$ cat src/rtl/vl_fetch_pkg.sv
package vl_fetch_pkg;

    localparam logic [3:0] REG_NONE   = 4'h8;
    localparam logic [3:0] ALU_FN_MAX = 4'd3;
    localparam logic [3:0] JMP_FN_MAX = 4'd6;

    typedef enum logic [3:0] {
        OP_NOP   = 4'h0,
        OP_HALT  = 4'h1,
        OP_MOVRR = 4'h2,
        OP_MOVIR = 4'h3,
        OP_STORE = 4'h4,
        OP_LOAD  = 4'h5,
        OP_ALU   = 4'h6,
        OP_JUMP  = 4'h7,
        OP_CALL  = 4'h8,
        OP_RET   = 4'h9,
        OP_PUSH  = 4'hA,
        OP_POP   = 4'hB
    } op_e;

    // Shape of an encoding: which optional parts follow byte 0, and legality.
    typedef struct packed {
        logic has_reg;
        logic has_imm;
        logic bad;
    } fmt_t;

endpackage

$ cat src/rtl/vl_fetch_fmt.sv
module vl_fetch_fmt
    import vl_fetch_pkg::*;
(
    input  logic [3:0] opc,
    input  logic [3:0] fnc,
    output fmt_t       fmt
);

    always_comb begin
        fmt = '0;
        case (opc)
            OP_NOP, OP_HALT, OP_RET: begin
                fmt.bad = (fnc != 4'd0);
            end
            OP_MOVRR, OP_PUSH, OP_POP: begin
                fmt.has_reg = 1'b1;
                fmt.bad     = (fnc != 4'd0);
            end
            OP_ALU: begin
                fmt.has_reg = 1'b1;
                fmt.bad     = (fnc > ALU_FN_MAX);
            end
            OP_JUMP: begin
                fmt.has_imm = 1'b1;
                fmt.bad     = (fnc > JMP_FN_MAX);
            end
            OP_CALL: begin
                fmt.has_imm = 1'b1;
                fmt.bad     = (fnc != 4'd0);
            end
            OP_MOVIR, OP_STORE, OP_LOAD: begin
                fmt.has_reg = 1'b1;
                fmt.has_imm = 1'b1;
                fmt.bad     = (fnc != 4'd0);
            end
            default: begin
                fmt.bad = 1'b1;
            end
        endcase
    end

endmodule

$ cat src/rtl/vl_fetch_extract.sv
module vl_fetch_extract
    import vl_fetch_pkg::*;
#(
    parameter int IMM_BYTES = 4
) (
    // Bytes 1 .. IMM_BYTES+1 of the fetch window; byte 1 in bits 7:0.
    input  logic [8*(IMM_BYTES+1)-1:0] tail_i,
    input  fmt_t                       fmt,
    output logic [3:0]                 reg_a,
    output logic [3:0]                 reg_b,
    output logic [8*IMM_BYTES-1:0]     imm
);

    always_comb begin
        reg_a = fmt.has_reg ? tail_i[7:4] : REG_NONE;
        reg_b = fmt.has_reg ? tail_i[3:0] : REG_NONE;
    end

    // The constant starts right after the register byte when one is present.
    for (genvar k = 0; k < IMM_BYTES; k++) begin : g_imm
        always_comb begin
            if (!fmt.has_imm) begin
                imm[8*k +: 8] = 8'h00;
            end else if (fmt.has_reg) begin
                imm[8*k +: 8] = tail_i[8*(k+1) +: 8];
            end else begin
                imm[8*k +: 8] = tail_i[8*k +: 8];
            end
        end
    end

endmodule

$ cat src/rtl/vl_fetch_pcreg.sv
module vl_fetch_pcreg #(
    parameter int AW = 32
) (
    input  logic          clk,
    input  logic          rst_n,
    input  logic          en,
    input  logic [AW-1:0] nxt,
    output logic [AW-1:0] pc
);

    typedef struct packed {
        logic [AW-1:0] pc;
    } st_t;

    st_t st_d, st_q;

    always_comb begin
        st_d = st_q;
        if (en) begin
            st_d.pc = nxt;
        end
    end

    always_ff @(posedge clk or negedge rst_n) begin
        if (!rst_n) begin
            st_q <= '0;
        end else begin
            st_q <= st_d;
        end
    end

    assign pc = st_q.pc;

endmodule

$ cat src/rtl/vl_fetch.sv
module vl_fetch
    import vl_fetch_pkg::*;
#(
    parameter int AW        = 32,
    parameter int IMM_BYTES = 4
) (
    input  logic                        clk,
    input  logic                        rst_n,
    input  logic                        pc_en,
    input  logic [AW-1:0]               pc_next,
    output logic [AW-1:0]               imem_addr,
    input  logic [8*(IMM_BYTES+2)-1:0]  imem_bytes,
    output logic [3:0]                  opc,
    output logic [3:0]                  fnc,
    output logic [3:0]                  reg_a,
    output logic [3:0]                  reg_b,
    output logic [8*IMM_BYTES-1:0]      imm,
    output logic [2:0]                  ins_len,
    output logic [AW-1:0]               seq_pc,
    output logic                        bad_instr
);

    localparam int WIN_BYTES = IMM_BYTES + 2;
    localparam logic [2:0] IMM_LEN = 3'(IMM_BYTES);

    logic [AW-1:0] pc;
    fmt_t          fmt;

    vl_fetch_pcreg #(.AW(AW)) pcreg_i (
        .clk   (clk),
        .rst_n (rst_n),
        .en    (pc_en),
        .nxt   (pc_next),
        .pc    (pc)
    );

    assign imem_addr = pc;
    assign opc       = imem_bytes[7:4];
    assign fnc       = imem_bytes[3:0];

    vl_fetch_fmt fmt_i (
        .opc (opc),
        .fnc (fnc),
        .fmt (fmt)
    );

    vl_fetch_extract #(.IMM_BYTES(IMM_BYTES)) ext_i (
        .tail_i (imem_bytes[8*WIN_BYTES-1:8]),
        .fmt    (fmt),
        .reg_a  (reg_a),
        .reg_b  (reg_b),
        .imm    (imm)
    );

    always_comb begin
        ins_len   = 3'd1 + {2'b00, fmt.has_reg} + (fmt.has_imm ? IMM_LEN : 3'd0);
        seq_pc    = pc + AW'(ins_len);
        bad_instr = fmt.bad;
    end

endmodule

$ cat config.mk
export PLATFORM = sky130hd
export DESIGN_NAME = vl_fetch
export DESIGN_NICKNAME = d
export VERILOG_FILES = /design/src/rtl/vl_fetch_pkg.sv /design/src/rtl/vl_fetch_fmt.sv /design/src/rtl/vl_fetch_extract.sv /design/src/rtl/vl_fetch_pcreg.sv /design/src/rtl/vl_fetch.sv
export SDC_FILE = /design/constraint.sdc
export NUM_CORES = 1
export LEC_CHECK = 0
export BUFFER_PORTS_ARGS = -buffer_cell sky130_fd_sc_hd__buf_2
export CORE_MARGIN = 3
export CORE_UTILIZATION = 43
export DETAILED_ROUTE_END_ITERATION = 12
export PLACE_DENSITY = 0.93
export RECOVER_POWER = 25
export SLEW_MARGIN = 20
export SYNTH_ARGS = -nofsm -noshare
export SYNTH_HDL_FRONTEND = slang
export SYNTH_HIERARCHICAL = 1
export SYNTH_SLANG_ARGS = --single-unit
$ cat constraint.sdc
create_clock -name clk -period 2.24 [get_ports clk]
set_input_delay 0.112 -clock clk [delete_from_list [all_inputs] [get_ports clk]]
set_output_delay 0.112 -clock clk [all_outputs]
set_load 0.005 [all_outputs]
==> run summary <==
The flow ran to the end, but the final reports show violations. The checks that failed: setup timing. No sink is reached through more buffers than the 2 on the longest clock path. Clock-pin slew was measured on the worst setup and hold paths at 0.07 ns. The depth of the critical timing path with buffers and inverters included came out at 8. The number of nets at the end of the flow is 562. The placed instance count came out at 535. Summing internal, switching and leakage power gives 2.02 mW.

The number of port buffers is 198. The routed wirelength normalized by instance count is 17.4 µm. The synthesized area is 2960 µm². The count of yosys warnings during synthesis is 6. The minimum setup slack among reg-to-reg paths is 1.29 ns. The final worst setup slack is -0.0187 ns. The largest vdd supply drop is 438 µV. The worst setup path is launched from a register. Measured against its own limit, the worst slew margin works out to 51.6%. The class of the tightest hold or removal check is input port to register. The achievable frequency is 443 MHz.

Setup repair after global routing could not meet its margin everywhere. The static leakage power came out at 2.30 nW. The worst setup path is captured at a primary output. The design area came out at 4280 µm².

The floorplan row count came out at 29. The insertion delay of the later-clocked pin in the worst-skew pair is 0.28 ns. The number of standard cells in the final layout excluding fillers is 553. The proportion of register bits with asynchronous set or reset after synthesis is 100%. Yosys attributes the largest share of cell area to sky130_fd_sc_hd__dfrtp_1 27%, sky130_fd_sc_hd__mux2_4 15%, sky130_fd_sc_hd__mux2i_1 11%. The proportion of layout cells with a drive suffix above 1 came out at 61.3%.

The highest net fanout along the worst path is 7. The number of routed nets with antenna violations came out at 0. The detail-routed via count per cell came out at 5.25. The final sum of negative setup slack came out at -0.0200 ns. Synthesis instantiated 42 different standard cells from the library.

The worst slack on hold paths is 0.0507 ns. The count of mapped cells out of synthesis came out at 271. The final routed wirelength across all metal layers is 9600 µm. The register bit count reported by yosys came out at 32. The post-route clock skew is 0 ns. The data required time at the worst endpoint came out at 2.13 ns.

The end of the worst register-to-register path is pcreg_i/pc[1]$_DFFE_PN0P_. The worst slack at placement came out at -0.157 ns. The number of antenna violations at the first check in global routing came out at 0. The estimated wirelength of the detail-placed design is 7070 µm. The transition time at the pin with the least slew margin is 0.726 ns. The clock sink total came out at 32. The startpoint-to-endpoint class of the critical path is register to primary output. The number of flip-flops in the largest register is 32. TritonCTS built the clock tree.

The number of buffers added by the clock tree synthesis step came out at 5. The number of pins exceeding their max-slew limit in the final report is 0. The number of primary I/O pins came out at 199. For this run, the share of the core covered by cells in the final layout is 65.8%. Data arrives at the worst endpoint at 2.15 ns.

In this run the biggest area consumer among cell types represents 27.1% of the synthesized area. The cell class contributing the biggest share of worst-path delay is adder cells. The area after detailed placement came out at 3930 µm². The critical path buffer and inverter count is 2. The area of the core came out at 6490 µm². The via count of the first global-routing pass is 2882.

The library cell used most frequently in the layout, excluding fill and tap cells, is sky130_fd_sc_hd__buf_2. The die outline height came out at 89.0 µm. In this run the critical register-to-register path is launched from pcreg_i/pc[1]$_DFFE_PN0P_. The final weighted congestion in routability-driven placement came out at 0.870. The slowest stage of the critical path belongs to the cell sky130_fd_sc_hd__dfrtp_1. The maximum level of the CTS H-tree is 2. Leaving out fill and tap cells, the most frequent cells in the layout are 193 x sky130_fd_sc_hd__buf_2, 32 x sky130_fd_sc_hd__mux2i_1, 32 x sky130_fd_sc_hd__nor2b_1, 32 x sky130_fd_sc_hd__dfrtp_1, 31 x sky130_fd_sc_hd__mux2_4. The final antenna diode count came out at 0. The launch point of the worst path is pcreg_i/pc[0]$_DFFE_PN0P_. Among all flip-flop cells after synthesis, the most frequent one is sky130_fd_sc_hd__dfrtp_1. The path depth of the worst reg2reg path came out at 2.

Sequential elements use 27.1% of the synthesized area. The length of the first detailed-routing pass in iterations is 4. The number of nets produced by synthesis is 358. The first-iteration detailed-routing DRC count came out at 52.

After synthesis, the mean cell area works out to 10.9 µm². Relative to the synthesized area, the layout overhead comes to 44.5%. The final hold violation count came to 0. The via count is 2905. The die extent in x came out at 89.0 µm.

The count of filler cells inserted in the layout is 480. Clock tree synthesis selected as its root buffer the cell sky130_fd_sc_hd__clkbuf_8. The maximum single-stage delay on the critical path is 0.41 ns. The global-route usage over all layers is 22.6%. The post-route clock period utilization is 101%.

The count of endpoints failing setup in the final report came out at 2. The leftover overflow at the end of global routing came out at 0. The critical path goes through ha_4, fa_2, a21o_1, nand4_4, buf_12, nor2_2, xnor2_2, buf_2. The effective utilization at floorplan is 45.6%. Entering global routing, the biggest net connects 41 pins.

The end point of the critical path is seq_pc[14]. The wire length of the first global-routing pass came out at 13900 µm. The total power divided by cell area is 472 nW/µm². The number of enable-type register cells in the synthesized netlist came out at 0. The overall die area came out at 7910 µm².

The clock period minus worst slack came out at 2.26 ns. The DRC violations left is 0. The tool flagged a number of max-cap violations equal to 0. The synthesized design spends more area on one cell type than any other, namely sky130_fd_sc_hd__dfrtp_1.
[per-layer routing]
metal  GRT usage, %  up-vias  routed length, µm
met4           8.66        0                240
li1               -     1344                  -
met1           22.4     1383               3320
met3           5.71       19                902
met2           44.5      159               5130
met5              0        -                  0
[power breakdown]
| group | internal [mW] | leakage [nW] | total [mW] | switching (mW) |
|---|---|---|---|---|
| Clock | 0.250 | 0.0445 | 0.468 | 0.218 |
| Sequential | 0.636 | 0.374 | 0.733 | 0.0979 |
| Combinational | 0.456 | 1.88 | 0.817 | 0.361 |
[worst min-delay path by stage]
stage                                            end  cells after the start  slack, ns         from
after detailed placement  pcreg_i/pc[27]$_DFFE_PN0P_                      1       0.20        rst_n
after global placement    pcreg_i/pc[30]$_DFFE_PN0P_                      1       0.19        rst_n
final                     pcreg_i/pc[15]$_DFFE_PN0P_                      2       0.05  pc_next[15]
after floorplan            pcreg_i/pc[0]$_DFFE_PN0P_                      0      -0.18        rst_n
after global routing      pcreg_i/pc[30]$_DFFE_PN0P_                      2       0.05  pc_next[30]
after CTS                 pcreg_i/pc[28]$_DFFE_PN0P_                      2       0.05  pc_next[28]
[worst reg2reg max path, cell delays in order, from the launching register on]
cell                      delay [ns]
sky130_fd_sc_hd__dfrtp_1        0.42
sky130_fd_sc_hd__buf_4          0.16
sky130_fd_sc_hd__mux2_4         0.26
[cell type report]
class                      count  area (µm²)  share of cell area [%]
timing repair buffer         220        1230                    28.8
clock buffer                   7        86.3                    2.02
clock inverter                 1        7.51                   0.176
sequential                    32         801                    18.7
inverter                       7        28.8                   0.673
multi-input combinational    209        2030                    47.4
tap                           77        96.3                    2.25
[timing repair]
item                       in CTS  in global routing
cloned                          1                  0
pin swaps                       3                  7
hold buffers                    1                  0
hold endpoints to repair       32                  0
setup endpoints to repair      23                 23
gates resized for setup        22                 14
buffers inserted                6                  2
[Yosys cell counts, types with 2 or more instances]
cell / count
sky130_fd_sc_hd__nand2_1: 11
sky130_fd_sc_hd__and4_1: 2
sky130_fd_sc_hd__a21oi_1: 2
sky130_fd_sc_hd__xor2_1: 20
sky130_fd_sc_hd__nand3_1: 8
sky130_fd_sc_hd__nor2_1: 6
sky130_fd_sc_hd__nor4_2: 6
sky130_fd_sc_hd__buf_2: 2
sky130_fd_sc_hd__a21o_1: 2
sky130_fd_sc_hd__dfrtp_1: 32
sky130_fd_sc_hd__a211o_1: 2
sky130_fd_sc_hd__mux2i_1: 33
sky130_fd_sc_hd__xnor2_1: 10
sky130_fd_sc_hd__buf_12: 6
sky130_fd_sc_hd__nor4_4: 2
sky130_fd_sc_hd__clkbuf_1: 3
sky130_fd_sc_hd__nor2b_1: 32
sky130_fd_sc_hd__inv_1: 7
sky130_fd_sc_hd__buf_4: 8
sky130_fd_sc_hd__mux2_2: 4
sky130_fd_sc_hd__buf_6: 4
sky130_fd_sc_hd__ha_1: 3
sky130_fd_sc_hd__mux2_4: 30
sky130_fd_sc_hd__nand2b_1: 2
sky130_fd_sc_hd__nor3_1: 9
sky130_fd_sc_hd__and2_1: 8
sky130_fd_sc_hd__nor4_1: 2
[logic make-up (layout without fill, tap and decap cells)]
group	after synthesis	after routing	synth area share [%]
compound gates	11	11	2.83
xor+xnor	30	30	8.88
fa+ha+maj	4	4	1.95
buf+inv	30	235	9.22
flops	32	32	27.1
mux	67	67	27.9
simple gates	97	97	22.2
Note: power is estimated with default switching activity, not from simulation.
